File: src/rtl/ofdm_pkt_timer_pkg.sv
package ofdm_pkt_timer_pkg;

    localparam int CNT_W     = 16;
    localparam int SHORT_LEN = 16;
    localparam int SHORT_NUM = 6;
    localparam int LCP_LEN   = 32;
    localparam int LONG_LEN  = 64;
    localparam int LONG_NUM  = 2;

    typedef enum logic [2:0] {
        SEC_IDLE    = 3'd0,
        SEC_DELAY   = 3'd1,
        SEC_SHORT   = 3'd2,
        SEC_LCP     = 3'd3,
        SEC_LONG    = 3'd4,
        SEC_PAYLOAD = 3'd5
    } sec_e;

    // timing fields kept from the configuration word
    typedef struct packed {
        logic [4:0] cfo_dly;
        logic [5:0] fft_ofs;
        logic [6:0] det_dly;
    } tcfg_t;

    function automatic tcfg_t unpack_cfg(input logic [31:0] w);
        tcfg_t c;
        c.det_dly = w[6:0];
        c.fft_ofs = w[12:7];
        c.cfo_dly = w[20:16];
        return c;
    endfunction

endpackage

File: src/rtl/pkt_timer_count.sv
module pkt_timer_count
    import ofdm_pkt_timer_pkg::*;
#(
    parameter int CW = CNT_W
) (
    input  logic          clk,
    input  logic          rst,
    input  logic          smp_en,
    input  logic          det_pulse,
    input  tcfg_t         cfg_i,
    output logic          active,
    output logic [CW-1:0] pos,
    output tcfg_t         cfg_q
);
    localparam logic [CW-1:0] POS_MAX = {CW{1'b1}};

    always_ff @(posedge clk) begin
        if (rst) begin
            active <= 1'b0;
            pos    <= '0;
            cfg_q  <= '0;
        end else if (smp_en) begin
            if (!active && det_pulse) begin
                active <= 1'b1;
                pos    <= '0;
                cfg_q  <= cfg_i;
            end else if (active && pos != POS_MAX) begin
                pos <= pos + 1'b1;
            end
        end
    end


    step_chk: assert property (@(posedge clk) disable iff (rst)
        (active && smp_en && pos != POS_MAX) |=> pos == $past(pos) + 1'b1);

    sat_chk: assert property (@(posedge clk) disable iff (rst)
        (active && smp_en && pos == POS_MAX) |=> pos == POS_MAX);

    hold_chk: assert property (@(posedge clk) disable iff (rst)
        !smp_en |=> ($stable(pos) && $stable(active)));

    cfg_keep_chk: assert property (@(posedge clk) disable iff (rst)
        active |=> $stable(cfg_q));
endmodule

File: src/rtl/pkt_timer_decode.sv
module pkt_timer_decode
    import ofdm_pkt_timer_pkg::*;
#(
    parameter int CW     = CNT_W,
    parameter int SLEN   = SHORT_LEN,
    parameter int SNUM   = SHORT_NUM,
    parameter int CPLEN  = LCP_LEN,
    parameter int LLEN   = LONG_LEN,
    parameter int LNUM   = LONG_NUM
) (
    input  logic          clk,
    input  logic          rst,
    input  logic          active,
    input  logic [CW-1:0] pos,
    input  tcfg_t         cfg_q,
    output sec_e          section,
    output logic [3:0]    bnd_stb,
    output logic          fft_stb,
    output logic          cfo_stb
);
    localparam int MARK_LCP = SNUM * SLEN;
    localparam int MARK_LS  = MARK_LCP + CPLEN;
    localparam int MARK_PL  = MARK_LS + LNUM * LLEN;
    localparam int MARKS [4] = '{0, MARK_LCP, MARK_LS, MARK_PL};

    logic [CW-1:0] dly;
    logic [CW-1:0] rel;
    logic          started;

    assign dly     = CW'(cfg_q.det_dly);
    assign started = active && (pos >= dly);
    assign rel     = pos - dly;

    for (genvar g = 0; g < 4; g++) begin : g_bnd
        assign bnd_stb[g] = started && (rel == CW'(MARKS[g]));
    end

    assign fft_stb = started && (rel == CW'(MARK_LS)  + CW'(cfg_q.fft_ofs));
    assign cfo_stb = started && (rel == CW'(MARK_LCP) + CW'(cfg_q.cfo_dly));

    always_comb begin
        if (!active)                   section = SEC_IDLE;
        else if (!started)             section = SEC_DELAY;
        else if (rel < CW'(MARK_LCP))  section = SEC_SHORT;
        else if (rel < CW'(MARK_LS))   section = SEC_LCP;
        else if (rel < CW'(MARK_PL))   section = SEC_LONG;
        else                           section = SEC_PAYLOAD;
    end


    bnd_onehot_chk: assert property (@(posedge clk) disable iff (rst)
        $onehot0(bnd_stb));

    fft_in_long_chk: assert property (@(posedge clk) disable iff (rst)
        fft_stb |-> section == SEC_LONG);

    cfo_in_lcp_chk: assert property (@(posedge clk) disable iff (rst)
        cfo_stb |-> section == SEC_LCP);

    idle_quiet_chk: assert property (@(posedge clk) disable iff (rst)
        (section == SEC_IDLE) |-> (bnd_stb == 4'b0 && !fft_stb && !cfo_stb));
endmodule

File: src/rtl/ofdm_pkt_timer.sv
module ofdm_pkt_timer
    import ofdm_pkt_timer_pkg::*;
#(
    parameter int CW = CNT_W
) (
    input  logic          clk,
    input  logic          rst,
    input  logic          smp_en,
    input  logic          det_pulse,
    input  logic [31:0]   cfg_word,
    output logic [2:0]    section,
    output logic          ss_stb,
    output logic          lcp_stb,
    output logic          ls_stb,
    output logic          pl_stb,
    output logic          fft_stb,
    output logic          cfo_stb,
    output logic [CW-1:0] samp_idx
);
    logic          active;
    logic [CW-1:0] pos;
    tcfg_t         cfg_q;
    sec_e          sec;
    logic [3:0]    bnd;
    logic          unused_cfg_bits;

    assign unused_cfg_bits = ^{cfg_word[31:21], cfg_word[15:13]};

    pkt_timer_count #(.CW(CW)) u_count (
        .clk       (clk),
        .rst       (rst),
        .smp_en    (smp_en),
        .det_pulse (det_pulse),
        .cfg_i     (unpack_cfg(cfg_word)),
        .active    (active),
        .pos       (pos),
        .cfg_q     (cfg_q)
    );

    pkt_timer_decode #(.CW(CW)) u_decode (
        .clk     (clk),
        .rst     (rst),
        .active  (active),
        .pos     (pos),
        .cfg_q   (cfg_q),
        .section (sec),
        .bnd_stb (bnd),
        .fft_stb (fft_stb),
        .cfo_stb (cfo_stb)
    );

    assign section  = sec;
    assign ss_stb   = bnd[0];
    assign lcp_stb  = bnd[1];
    assign ls_stb   = bnd[2];
    assign pl_stb   = bnd[3];
    assign samp_idx = pos;


    reset_idle_chk: assert property (@(posedge clk)
        rst |=> (section == 3'd0 && samp_idx == '0));
endmodule

File: config.mk
export PLATFORM = sky130hd
export DESIGN_NAME = ofdm_pkt_timer
export DESIGN_NICKNAME = d
export VERILOG_FILES = /design/src/rtl/ofdm_pkt_timer_pkg.sv /design/src/rtl/pkt_timer_count.sv /design/src/rtl/pkt_timer_decode.sv /design/src/rtl/ofdm_pkt_timer.sv
export SDC_FILE = /design/constraint.sdc
export NUM_CORES = 1
export LEC_CHECK = 0
export ABC_AREA = 1
export ABC_CLOCK_PERIOD_IN_PS = 6910
export BUFFER_PORTS_ARGS = -buffer_cell sky130_fd_sc_hd__buf_2
export CAP_MARGIN = 20
export CORE_ASPECT_RATIO = 1.75
export CORE_UTILIZATION = 40
export CTS_CLUSTER_DIAMETER = 150
export DETAILED_ROUTE_END_ITERATION = 6
export GPL_TIMING_DRIVEN = 0
export PLACE_DENSITY_LB_ADDON = 0.12
export SLEW_MARGIN = 40
export SYNTH_ARGS = -nofsm -noshare
export SYNTH_HDL_FRONTEND = slang
export SYNTH_SLANG_ARGS = --single-unit
export TNS_END_PERCENT = 50
File: constraint.sdc
create_clock -name clk -period 6.91 [get_ports clk]
set_input_delay 2.073 -clock clk [delete_from_list [all_inputs] [get_ports clk]]
set_output_delay 2.073 -clock clk [all_outputs]
set_load 0.02 [all_outputs]
## Yosys cells after proc, flatten, opt, wreduce, memory -nomap -nowiden

Cells that the tools add are included.

- Output and inout bits: 25
- Bits of input ports: 36
- ROM bits: 0
- Memories: 0
- RAM bits: 0
- Flip-flop bits (word level): 35
- Logic and storage cells: 40
- Latch bits: 0

- $add $sub $neg: 4
- Reductions and logical operators: 14
- Magnitude comparators: 4
- Divide/modulo/power cells: 0
- Equal/unequal tests: 6
- Shift-type cells: 0
- Bitwise gates (word level): 0
- Multiplexer cells: 7
- Multiply operators: 0

Operators by type and width:

| cell | number |
|---|---|
| equality test 16 bit | 2 |
| two-way mux 16 bit | 2 |
| adder 16 x 1 -> 16 bit (second input constant) | 1 |
| equality test 16 x 7 -> 1 bit (second input constant) | 1 |
| equality test 16 x 8 -> 1 bit (second input constant) | 1 |
| equality test 16 x 9 -> 1 bit (second input constant) | 1 |
| >= comparator 16 x 7 -> 1 bit | 1 |
| logical NOT 16 bit | 1 |
| less-than comparator 16 x 7 -> 1 bit (second input constant) | 1 |
| less-than comparator 16 x 8 -> 1 bit (second input constant) | 1 |
| less-than comparator 16 x 9 -> 1 bit (second input constant) | 1 |
| != test 16 bit (second input constant) | 1 |
| subtractor 16 x 7 -> 16 bit | 1 |
| two-way mux 3 bit | 4 |
| adder 8 x 6 -> 9 bit (first input constant) | 1 |
| logical AND 1 bit | 9 |
| adder 7 x 5 -> 8 bit (first input constant) | 1 |
| AND reduction 2 bit | 2 |
| nonzero test 2 bit | 1 |
| logical NOT 1 bit | 1 |
| two-way mux 1 bit | 1 |

## Logic depth before layout (Yosys ltp)

Gate-level depths: netlist (run 1).

- Word-level depth: 7
- Depth in mapped cells: 17
- Gate-level depth less buffers: 17

## Modules after synthesis

From an unflattened synthesis (run 1), not the netlist that was laid out.

- Cell total of the unflattened synthesis: 465
- Area, all modules: 2802.7 um2

Modules (own cells, without submodules):

| module | cells each | times used | area each (um2) | seq. area each (um2) |
|---|---|---|---|---|
| pkt_timer_count | 245 | 1 | 1670.4 | 700.7 |
| pkt_timer_decode | 220 | 1 | 1132.3 | 0.0 |

## Worst setup path before layout (run 1)

Ideal clock, no wire load.

- Path type: register to output
- From: reg u_count.pos[0]
- To: out fft_stb
- Slack: 2.538 ns
- Path buffers: 0
- Cell stages (with the launch flop): 12
- Data arrival time: 2.299 ns
- Data required time: 4.837 ns
- Cells stage by stage: dfxtp_1 > inv_1 > ha_1 > inv_1 > fa_1 > xnor2_1 > o21ai_0 > nor3_1 > nand3_1 > nor2_1 > nand3_1 > nor2_1

- Word-level cells in the longest chain between the ends: 3
- Elaborated cells between the ends (all ways): 5
- Classes of those cells: add/sub (1); order compare (1); eq/ne (1); reduce/logical (2)

Ends and longest elaborated chain:

| item | line | source |
|---|---|---|
| start, declared | pkt_timer_count.sv:12 | `output logic [CW-1:0] pos,` |
| start signal, assigned | pkt_timer_count.sv:28 | `pos <= pos + 1'b1;` |
| subtractor 16 x 7 -> 16 bit or >= comparator 16 x 7 -> 1 bit (tied branches) | pkt_timer_decode.sv:32, pkt_timer_decode.sv:31 |  |
| equality test 16 bit or logical AND 1 bit (tied branches) | pkt_timer_decode.sv:38, pkt_timer_decode.sv:31 |  |
| logical AND 1 bit (*) | pkt_timer_decode.sv:38 | `assign fft_stb = started && (rel == CW'(MARK_LS) + CW'(cfg_q.fft_ofs));` |
| end, declared | ofdm_pkt_timer.sv:16 | `output logic fft_stb,` |

Mark *: on every way between the ends. The rest lies on a longest branch, timed or not.

## Final worst setup path (run 1)

Same ends and word-level chain as after synthesis.

==> results of run 1 <==
-- through the flow --
stage / util / area (sq um) / instances / total power [uW] / worst slack [ns]
2_1_floorplan: - / 2790 / 462 / 331 / 2.54
3_5_place_dp: 0.460 / 3130 / 592 / 372 / 2.31
3_3_place_gp: 0.460 / 3130 / 592 / 370 / 2.34
6_report: 0.484 / 3300 / 600 / 626 / 2.03
5_1_grt: 0.484 / 3300 / 600 / 661 / 1.75
4_1_cts: 0.484 / 3300 / 600 / 633 / 2.01
-- state kept, by name, summed over array words and instances, names as in the netlist --
register        cells
u_count.cfg_q      18
u_count.active      1
u_count.pos        16
-- cells by family (layout without fill, tap and decap cells) --
| logic type | Yosys count | after routing |
|---|---|---|
| adders and majority gates | 9 | 9 |
| DFF | 35 | 35 |
| xor gates and xnor gates | 12 | 12 |
| and+or+nand+nor | 262 | 262 |
| AOI/OAI and AO/OA | 62 | 62 |
| buffers and inverters | 82 | 136 |
-- area by class of cell --
type	instances	area [sq um]	share of cell area
inverter	69	260	0.0789
clock inverter	3	43.8	0.0133
multi-input combinational	345	1760	0.534
tap	84	105	0.0319
sequential	35	701	0.213
clock buffer	5	125	0.0380
timing repair buffer	46	230	0.0698
buffer	13	72.6	0.0220
-- power breakdown --
part | switching (uW) | internal (uW)
Clock | 89.7 | 170
Sequential | 4.15 | 210
Combinational | 101 | 51.4
Total | 195 | 431
-- how the worst min path moves through the flow --
stage | cells past startpoint | from | endpoint | slack [ns]
6_report | 2 | u_count.cfg_q[2]$_SDFFE_PP0P_ | u_count.cfg_q[2]$_SDFFE_PP0P_ | 0.46
3_3_place_gp | 2 | u_count.cfg_q[2]$_SDFFE_PP0P_ | u_count.cfg_q[2]$_SDFFE_PP0P_ | 0.45
5_1_grt | 2 | u_count.cfg_q[2]$_SDFFE_PP0P_ | u_count.cfg_q[2]$_SDFFE_PP0P_ | 0.49
3_5_place_dp | 2 | u_count.cfg_q[11]$_SDFFE_PP0P_ | u_count.cfg_q[11]$_SDFFE_PP0P_ | 0.46
4_1_cts | 2 | u_count.cfg_q[11]$_SDFFE_PP0P_ | u_count.cfg_q[11]$_SDFFE_PP0P_ | 0.47
2_1_floorplan | 2 | u_count.cfg_q[2]$_SDFFE_PP0P_ | u_count.cfg_q[2]$_SDFFE_PP0P_ | 0.43
-- layer usage --
layer,vias to the layer above,track usage
met5,-,0
met4,0,0.0884
met3,13,0.0376
met2,72,0.438
met1,1362,0.258
li1,1591,-
-- worst register-to-register path: stages, from the launching register on --
cell and delay, ns:
dfxtp_1 0.48, ha_1 0.25, nand2_1 0.09, nor2_2 0.19
nand3_1 0.11, inv_1 0.09, nand3_1 0.14, nand3_2 0.12
nand2_2 0.13, buf_4 0.22, nand4_1 0.10, a21oi_1 0.07
-- placed cells by master, fill, tap and decap left out --
cell type and instances:
a21oi_1 37, a21oi_2 2, a21oi_4 1, buf_1 1
buf_2 53, buf_4 4, bufinv_16 1, clkbuf_1 1
clkbuf_16 5, clkinv_1 2, clkinv_2 2, clkinv_4 1
dfxtp_1 35, fa_1 1, ha_1 8, inv_1 63
inv_2 3, nand2_1 114, nand2_2 9, nand2_4 2
nand3_1 51, nand3_2 3, nand3b_1 3, nand4_1 12
nor2_1 47, nor2_2 6, nor2_4 1, nor3_1 11
nor3_2 2, o211ai_1 1, o21ai_0 20, o21bai_2 1
or2_2 1, xnor2_1 2, xor2_1 10
==> reports/qor.yml, run 1 <==
numPortBuffers: 46
max_freq_ghz: 0.205
timing.critical_path.to_type: "primary output"
clockRootBuffer: "clkbuf_16"
io_pins: 61
syn-num-nets: 507
areaGrowthSynthToFinish_pct: 18.1
number_of_maximum_capacitance_constraint_violations: 0
critical_path.reg2reg.endpoint: "u_count.pos[8]$_SDFFE_PP0P_"
path_buf_inv: 3
drt_pre_antenna_iters: 5
drv_slew: 0
grt_setup_unrepaired: "no"
post_synthesis_area_per_instance_sq_um: 6.04
vias: 3038
critPathMaxStageDelay_ns: 0.46
report.final.setup_viol: 0
max-vdd-ir-drop_uv: 203
placementRows: 40
die-area_sq_um: 7330
diodes: 0
r2r.worst_path.cells: 11
route.detailed.wl_per_inst_microns: 13.5
ys_ff_latch: 35
gpl.final_weighted_congestion: 0.891
initial_drc_count: 130
setup.worst_path.class: "flop to primary output"
ys_types: 32
core_sq_um: 6810
setup_total_negative_slack_ns: 0
synth_edf_count: 0
overflow_left_after_global_routing: 0
cts.reportedPaths.clkPinSlew_ns: 0.06
worst_setup_path_endpoint: "fft_stb"
fillers: 781
netlist_top_cells_count: "114 x nand2_1, 63 x inv_1, 51 x nand3_1, 47 x nor2_1, 37 x a21oi_1"
cts-hold-fix-buffers: 0
reg2reg_from: "u_count.pos[1]$_SDFFE_PP0P_"
grt.total_usage: 0.236
synth_top_family_by_area: "simple AND/OR/NAND/NOR gates"
post_route_hold_slack_ns: 0.465
floorplan.initialDensity: 0.410
grt_start_max_net_pins: 13
via_per_inst: 5.06
met2_wirelength_microns: 4430
h-tree-depth: 2
yosys.area_share.adder: 0.0430
global_route_wire_length_before_repair_microns: 13300
final.setup_skew_ns: 0.00752
yosysSeqAreaShare: 0.251
worst_hold_path_type: "flop to flop"
die_w_microns: 65.2
synthDominantAreaCellType: "dfxtp_1"
total_number_of_clock_tree_sinks: 35
synth_top_cell_area_share: 0.251
power.leakage_uw: 0.00164
setup.worst_path.start_class: "flop"
dieHeight_microns: 113
antenna_found_initial: 0
syn-instance-count: 462
hold_violations: 0
postSynth.topFlopCell: "dfxtp_1"
clock_tree.buffer_depth: 2
grt_pass1_vias: 2846
tightestPinTransition_ns: 0.504
min_period_ns: 4.88
worst-path-stages: 14
syn-cell-area_sq_um: 2790
final_min_period_over_clock_period: 0.706
cts_tree: "built"
synth.area.top_cells: "dfxtp_1 25%, nand2_1 15%, nand3_1 9.1%, inv_1 8.5%, a21oi_1 6.6%"
power_per_cell_area_nw_per_um2: 190
timing.max_slew.rel_slack: 0.664
dr.max_layer_used: "met4"
worst_setup_path_startpoint: "u_count.pos[0]$_SDFFE_PP0P_"
detailed_routed_wire_length_on_met3_microns: 310
layout.nets: 560
route.layer.met1.wl_microns: 3170
critPathMaxFanout: 6
worst_skew_pair.late_latency_ns: 0.29
yosys.cell_count.top_type: "nand2_1"
postSynth.asyncResetShare: 0
mux_contribution_to_synthesized_area: 0
detailedPlacementHpwl_microns: 6690
post_synth_xor_area_fraction: 0.0376
cp.required_ns: 4.84
register_to_register_setup_slack_ns: 4.79
synth.yosys.warnings: 0
timing.critical_path.max_delay_family: "simple AND/OR/NAND/NOR gates"
synth_compound_area_frac: 0.121
cts.repair.resized: 0
arrival_time_of_data_at_the_critical_path_endpoint_ns: 2.81
final_layout_size_suffix_gt1_frac: 0.188
path_cells: "inv_1, ha_1, inv_1, fa_1, nand3_1, nand3_1, nand2_1, nand3_1, nand2_2, nand3_2, nor2_2, nand2_1, nor2_1, buf_2"
crit_path_frequent_cell: "nand3_1"
synth-simple-area-share: 0.428
number_of_clock_buffers_inserted_by_tritoncts: 5
post-cts-setup-buffers: 0
ant_nets: 0
drt_wl_total_microns: 8090
critPathSlowestCell: "fa_1"
detail_route.drc_violations: 0
outcome: "complete, no violations"
Power figures use the tool's default switching activity.
==> inputs of run 2 (changes only) <==
--- a/config.mk
+++ b/config.mk
@@ -5,8 +5,8 @@
 export SDC_FILE = /design/constraint.sdc
 export NUM_CORES = 1
 export LEC_CHECK = 0
-export ABC_AREA = 1
-export ABC_CLOCK_PERIOD_IN_PS = 6910
+export ABC_AREA = 0
+export ABC_CLOCK_PERIOD_IN_PS = 4100
 export BUFFER_PORTS_ARGS = -buffer_cell sky130_fd_sc_hd__buf_2
 export CAP_MARGIN = 20
 export CORE_ASPECT_RATIO = 1.75
==> constraint.sdc (replaced) <==
create_clock -name clk -period 4.1 [get_ports clk]
set_input_delay 1.23 -clock clk [delete_from_list [all_inputs] [get_ports clk]]
set_output_delay 1.23 -clock clk [all_outputs]
set_load 0.02 [all_outputs]
==> reports/qor.yml, run 2 <==
final_common_cell: "nand2_1"
detailedPlacementHpwl_microns: 4850  # -27%
syn-num-nets: 352  # -31%
max-vdd-ir-drop_uv: 198  # -2.6%
numPortBuffers: 46  # unchanged
ys_types: 51  # +59%
clock_tree.buffer_depth: 2  # unchanged
power.leakage_uw: 0.00131  # -20%
netlist_top_cells_count: "46 x nand2_1, 35 x a21oi_1, 35 x dfxtp_1, 21 x nor2_1"
setup_total_negative_slack_ns: -0.362  # -0.362 ns
cts.reportedPaths.clkPinSlew_ns: 0.07  # about the same
synth_top_cell_area_share: 0.295  # +0.0438
placed_area_sq_um: 2720  # -13%
ant_nets: 0  # unchanged
report.final.setup_viol: 4  # +4
number_of_maximum_capacitance_constraint_violations: 0  # unchanged
gpl.final_weighted_congestion: 0.863  # -3.1%
cts_tree: "built"
overflow_left_after_global_routing: 0  # unchanged
via_per_inst: 5.32  # +5.1%
grt.total_usage: 0.229  # -0.00656
final_layout_size_suffix_gt1_frac: 0.371  # +0.183
synth_edf_count: 0  # unchanged
max_freq_ghz: 0.235
cp.required_ns: 2.87  # -1.97 ns
syn-cell-area_sq_um: 2380  # -15%
core_sq_um: 5630  # -17%
ys_ff_latch: 35  # unchanged
global_route_wire_length_before_repair_microns: 11000  # -17%
drt_wl_total_microns: 6870  # -15%
grt_start_max_net_pins: 13  # unchanged
drv_slew: 0  # unchanged
fillers: 544  # -30%
yosys.cell_count.top_type: "nand2_1"
postLayoutCellArea_sq_um: 3270  # -0.76%
postSynth.topFlopCell: "dfxtp_1"
worst_hold_path_type: "flop to flop"
most_frequent_cells_in_the_layout: "45 x nand2_1, 42 x buf_2, 35 x a21oi_1"
setup.worst_path.start_class: "flop"
post_synthesis_area_per_instance_sq_um: 7.74  # +28%
setup.worst_path.class: "flop to primary output"
layout.nets: 429  # -23%
diodes: 0  # unchanged
die_w_microns: 60.3  # -7.5%
h-tree-depth: 2  # unchanged
max_flop_register: "u_count.cfg_q"
route.detailed.wl_per_inst_microns: 14.9  # +10%
post_route_hold_slack_ns: 0.458  # -0.00727 ns
timing.max_slew.rel_slack: 0.620  # -0.0440
initial_drc_count: 122  # -6.2%
largest_registers: "u_count.cfg_q (18), u_count.pos (16), u_count.active (1)"
register_to_register_setup_slack_ns: 1.81  # -2.98 ns
die-area_sq_um: 6270  # -15%
min_period_ns: 4.26
dieHeight_microns: 104  # -7.6%
total_number_of_clock_tree_sinks: 35  # unchanged
violations_in_the_final_reports: "setup timing"
worst_slack_ns: -0.156  # -2.19 ns
synth.yosys.warnings: 0  # unchanged
io_pins: 61  # unchanged
antenna_found_initial: 0  # unchanged
final.setup_skew_ns: 0.00977  # +0.00225 ns
areaGrowthSynthToFinish_pct: 37.6
synthDominantAreaCellType: "dfxtp_1"
syn-instance-count: 307  # -34%
arrival_time_of_data_at_the_critical_path_endpoint_ns: 3.03  # +0.22 ns
synth.area.top_cells: "dfxtp_1 29%, a21oi_1 7.4%, nand2_1 7.3%, xnor2_1 4.8%, xor2_1 4.8%"
detail_route.drc_violations: 0  # unchanged
timing.critical_path.to_type: "primary output"
hold_violations: 0  # unchanged
cts-hold-fix-buffers: 0  # unchanged
grt_setup_unrepaired: "yes"
largest_register_ff_count: 18  # unchanged
yosysSeqAreaShare: 0.295  # +0.0438
clockRootBuffer: "clkbuf_8"
number_of_clock_buffers_inserted_by_tritoncts: 5  # unchanged
postSynth.asyncResetShare: 0  # unchanged
final_min_period_over_clock_period: 1.04
outcome: "finished, violations left"
worst_skew_pair.late_latency_ns: 0.30  # about the same
grt_pass1_vias: 2387  # -16%
tightestPinTransition_ns: 0.564  # +0.0600 ns
critPathMaxFanout: 4  # -2
power_per_cell_area_nw_per_um2: 290  # +53%
floorplan.initialDensity: 0.422  # +0.0119
placementRows: 36  # -10%
drt_pre_antenna_iters: 4  # -1
vias: 2454  # -19%
run 2: where the power goes:
part           internal [uW]  switching (uW)
logic                    132             142
registers                347            8.34
clock network            181             140
total                    660             290
run 2: area by class of cell:
type | count | area, sq um | share of cell area
Multi-Input combinational cell | 241 | 1750 | 0.535
Sequential cell | 35 | 728 | 0.223
Inverter | 13 | 53.8 | 0.0164
Clock inverter | 3 | 43.8 | 0.0134
Timing Repair Buffer | 73 | 445 | 0.136
Buffer | 15 | 87.6 | 0.0268
Tap cell | 76 | 95.1 | 0.0291
Clock buffer | 5 | 68.8 | 0.0210
run 2: kinds of logic (layout without fill, tap and decap cells):
family,Yosys count,in the layout,synth area share
AO/OA/AOI/OAI,71,71,0.196
flip-flops,35,35,0.295
AND/OR/NAND/NOR,135,135,0.299
XOR/XNOR,26,26,0.0958
adder cells (fa/ha/maj),9,9,0.0505
buffers and inverters,31,109,0.0637
run 2: through the flow:
stage | total power [uW] | cells | utilization | worst slack, ns
2_1_floorplan | 512 | 307 | - | -0.0182
3_3_place_gp | 559 | 429 | 0.482 | -0.0399
3_5_place_dp | 561 | 429 | 0.482 | -0.0203
4_1_cts | 916 | 456 | 0.551 | -0.103
5_1_grt | 996 | 461 | 0.581 | -0.268
6_report | 950 | 461 | 0.581 | -0.156
run 2: what timing repair did:
item                                    CTS  global route
resized for setup                        36            27
hold endpoints to repair                  0             0
endpoints found under the setup margin    9             9
buffers inserted                         21             6
pin swaps                                21            12
run 2: path summary, 6_finish.rpt:
kind,startpoint,end,depth (start not counted)
worst max-delay path,u_count.pos[0]$_SDFFE_PP0P_,pl_stb,12
worst min-delay path,u_count.cfg_q[4]$_SDFFE_PP0P_,u_count.cfg_q[4]$_SDFFE_PP0P_,2
worst max register to register,u_count.pos[5]$_SDFFE_PP0P_,u_count.pos[10]$_SDFFE_PP0P_,7
worst min register to register,u_count.cfg_q[4]$_SDFFE_PP0P_,u_count.cfg_q[4]$_SDFFE_PP0P_,2
run 2: routing by layer:
metal | wire [microns] | vias up | track usage | part of all wire
li1 | - | 1239 | - | -
met1 | 2610 | 1133 | 0.243 | 0.38
met2 | 3770 | 61 | 0.414 | 0.55
met3 | 224 | 21 | 0.0336 | 0.033
met4 | 253 | 0 | 0.111 | 0.037
met5 | 0 | - | 0 | 0
run 2: critical path, stage by stage (launching register included):
cell and delay (ns):
dfxtp_2 0.34, inv_4 0.06, ha_4 0.13, inv_4 0.03
fa_2 0.37, a21o_1 0.22, a21oi_4 0.23, xnor2_2 0.11
or3_4 0.35, nor4_4 0.30, nand4b_1 0.19, nor3b_2 0.22
buf_4 0.16
==> inputs of run 3 (changes only) <==
--- a/config.mk
+++ b/config.mk
@@ -5,12 +5,12 @@
 export SDC_FILE = /design/constraint.sdc
 export NUM_CORES = 1
 export LEC_CHECK = 0
-export ABC_AREA = 0
+export ABC_AREA = 1
 export ABC_CLOCK_PERIOD_IN_PS = 4100
 export BUFFER_PORTS_ARGS = -buffer_cell sky130_fd_sc_hd__buf_2
 export CAP_MARGIN = 20
 export CORE_ASPECT_RATIO = 1.75
-export CORE_UTILIZATION = 40
+export CORE_UTILIZATION = 50
 export CTS_CLUSTER_DIAMETER = 150
 export DETAILED_ROUTE_END_ITERATION = 6
 export GPL_TIMING_DRIVEN = 0
==> reports/qor.yml, run 3 (synthesized netlist as in run 1, its figures left out) <==
outcome: "complete, no violations"
die-area_sq_um: 5900  # -5.9%
global_route_wire_length_before_repair_microns: 13100  # +19%
use_met1: 0.313  # +0.0699
power.internal_uw: 622  # -5.7%
vias: 3075  # +25%
cts-hold-fix-buffers: 0  # unchanged
power.leakage_uw: 0.00161  # +23%
r2r.worst_path.cells: 11  # +4
seq_power_share: 0.386  # +0.012
dieHeight_microns: 101  # -3.0%
route.detailed.wl_per_inst_microns: 13.2  # -12%
net-switching-power_uw: 312  # +7.6%
overflow_left_after_global_routing: 0  # unchanged
floorplan.initialDensity: 0.527  # +0.105
reg2reg_from: "u_count.pos[1]$_SDFFE_PP0P_"
detail_route.drc_violations: 0  # unchanged
postLayoutCoreUtil: 0.611  # +0.0302
setup.worst_path.start_class: "flop"
arrival_time_of_data_at_the_critical_path_endpoint_ns: 2.66  # -0.37 ns
timing.critical_path.to_type: "primary output"
worst-path-stages: 14  # +2
cts_tree: "built"
drt_pre_antenna_iters: 5  # +1
clock_power_share: 0.335  # -0.003
worst_skew_pair.late_latency_ns: 0.29  # about the same
critPathMaxStageDelay_ns: 0.40  # +0.03 ns
report.final.setup_viol: 0  # -4
register_to_register_setup_slack_ns: 1.99  # +0.18 ns
detailedPlacementHpwl_microns: 6350  # +31%
grt_setup_unrepaired: "no"
max_freq_ghz: 0.257  # +9.4%
core_sq_um: 5300  # -5.9%
total_number_of_clock_tree_sinks: 35  # unchanged
path_cells: "inv_1, ha_1, inv_2, fa_2, nand3_1, nand3_1, nand2_2, nand3_1, nand2_2, nand3_2, nor2_2, nand2_1, nor2_1, buf_2"
final_layout_size_suffix_gt1_frac: 0.198  # -0.174
grt.met2_usage: 0.538  # +0.124
number_of_clock_buffers_inserted_by_tritoncts: 5  # unchanged
power_frac_comb: 0.279  # -0.009
timing.max_slew.rel_slack: 0.664  # +0.0435
diodes: 0  # unchanged
post-cts-setup-buffers: 0  # -100%
crit_path_frequent_cell: "nand3_1"
placementRows: 35  # -2.8%
worst_setup_path_startpoint: "u_count.pos[0]$_SDFFE_PP0P_"
h-tree-depth: 2  # unchanged
hold_violations: 0  # unchanged
grt_start_max_net_pins: 13  # unchanged
most_frequent_cells_in_the_layout: "113 x nand2_1, 62 x inv_1, 53 x buf_2"
final_min_period_over_clock_period: 0.949  # -0.0892
path_buf_inv: 3  # unchanged
number_of_maximum_capacitance_constraint_violations: 0  # unchanged
critical_path.reg2reg.endpoint: "u_count.pos[8]$_SDFFE_PP0P_"
initial_drc_count: 131  # +7.4%
gpl.final_weighted_congestion: 0.914  # +5.9%
final_common_cell: "nand2_1"
hold_path.startpoint: "u_count.cfg_q[15]$_SDFFE_PP0P_"
timing.critical_path.max_delay_family: "simple AND/OR/NAND/NOR gates"
switching_portion_of_total_power: 0.334  # +0.0288
tightestPinTransition_ns: 0.504  # -0.0594 ns
setup.worst_path.class: "flop to primary output"
worst_hold_path_type: "flop to flop"
critPathMaxFanout: 6  # +2
grt.total_usage: 0.290  # +0.0607
numPortBuffers: 46  # unchanged
cp.required_ns: 2.87  # about the same
global_route.peak_usage_layer: "met2"
worst_setup_path_endpoint: "fft_stb"
final.setup_skew_ns: 0.00827  # -0.00150 ns
drv_slew: 0  # unchanged
largest_registers: "u_count.cfg_q (18), u_count.pos (16), u_count.active (1)"
largest_register_ff_count: 18  # unchanged
die_w_microns: 58.5  # -3.0%
clockRootBuffer: "clkbuf_8"
met3_usage: 0.0334  # -0.000206
io_pins: 61  # unchanged
critPathSlowestCell: "fa_2"
min_period_ns: 3.89  # -0.366 ns
areaGrowthSynthToFinish_pct: 16.0
setup_total_negative_slack_ns: 0  # +0.362 ns
max_flop_register: "u_count.cfg_q"
max-vdd-ir-drop_uv: 267  # +35%
drt_wl_total_microns: 7780  # +13%
power_per_cell_area_nw_per_um2: 288  # -0.69%
grt_pass1_vias: 3011  # +26%
via_per_inst: 5.21  # -2.1%
cts.reportedPaths.clkPinSlew_ns: 0.08  # about the same
ant_nets: 0  # unchanged
antenna_found_initial: 0  # unchanged
layout.nets: 560  # +31%
clock_tree.buffer_depth: 2  # unchanged
## run 3: cell count changes in the layout (fill, tap and decap cells not counted), moves of 10 or more
cell     change
buf_4       -28
inv_1       +54
nand3_1     +40
buf_2       +11
o21ai_0     +10
nor2_1      +26
nand2_2     +10
dfxtp_1     +11
nand2_1     +68
## run 3: worst min-delay path by stage
stage,end,slack [ns],depth (start not counted)
after floorplan,u_count.cfg_q[2]$_SDFFE_PP0P_,0.43,2
after global placement,u_count.cfg_q[2]$_SDFFE_PP0P_,0.45,2
after detailed placement,u_count.cfg_q[15]$_SDFFE_PP0P_,0.46,2
after CTS,u_count.cfg_q[15]$_SDFFE_PP0P_,0.47,2
after global routing,u_count.cfg_q[12]$_SDFFE_PP0P_,0.50,2
final,u_count.cfg_q[15]$_SDFFE_PP0P_,0.47,2
## run 3: routing by layer
layer | vias up | wire (microns)
met1 | 1372 | 2970
met5 | - | 0
li1 | 1590 | -
met3 | 24 | 319
met4 | 0 | 308
met2 | 89 | 4180
## run 3: power by group through the flow
stage | registers [uW] | clock network [uW] | logic (uW)
2_1_floorplan | 367 | 0 | 191
3_3_place_gp | 368 | 0 | 252
3_5_place_dp | 368 | 0 | 257
4_1_cts | 360 | 317 | 257
5_1_grt | 362 | 333 | 296
6_report | 360 | 313 | 261
## run 3: worst min-delay path: stages, from the launching register on
cell and delay [ns]:
dfxtp_1 0.31, inv_1 0.06, a21oi_1 0.05
## run 3: stage by stage
| stage | hold WS, ns | setup WS, ns | instance area [sq um] | std cells | power (uW) |
|---|---|---|---|---|---|
| 6_report | 0.469 | 0.210 | 3240 | 590 | 934 |
| 5_1_grt | 0.504 | 0.0127 | 3240 | 590 | 991 |
| 4_1_cts | 0.468 | 0.0579 | 3230 | 590 | 935 |
| 3_5_place_dp | 0.456 | 0.393 | 3120 | 582 | 625 |
| 3_3_place_gp | 0.445 | 0.443 | 3120 | 582 | 620 |
| 2_1_floorplan | 0.433 | 0.571 | 2790 | 462 | 558 |
## run 3: final cells by class
type / instances / area [sq um]
plain buffers: 13 / 72.6
clock buffers: 5 / 68.8
clock inverters: 3 / 43.8
fillers: 543 / 2060
inverters: 69 / 260
multi-input cells: 345 / 1770
flip-flops and latches: 35 / 702
well taps: 74 / 92.6
repair buffers: 46 / 230
## run 3: repair_timing
| item | 4_1_cts | 5_1_grt |
|---|---|---|
| hold endpoints to repair | 0 | 0 |
| gates resized for setup | 0 | 5 |
| setup endpoints to repair | 0 | 9 |
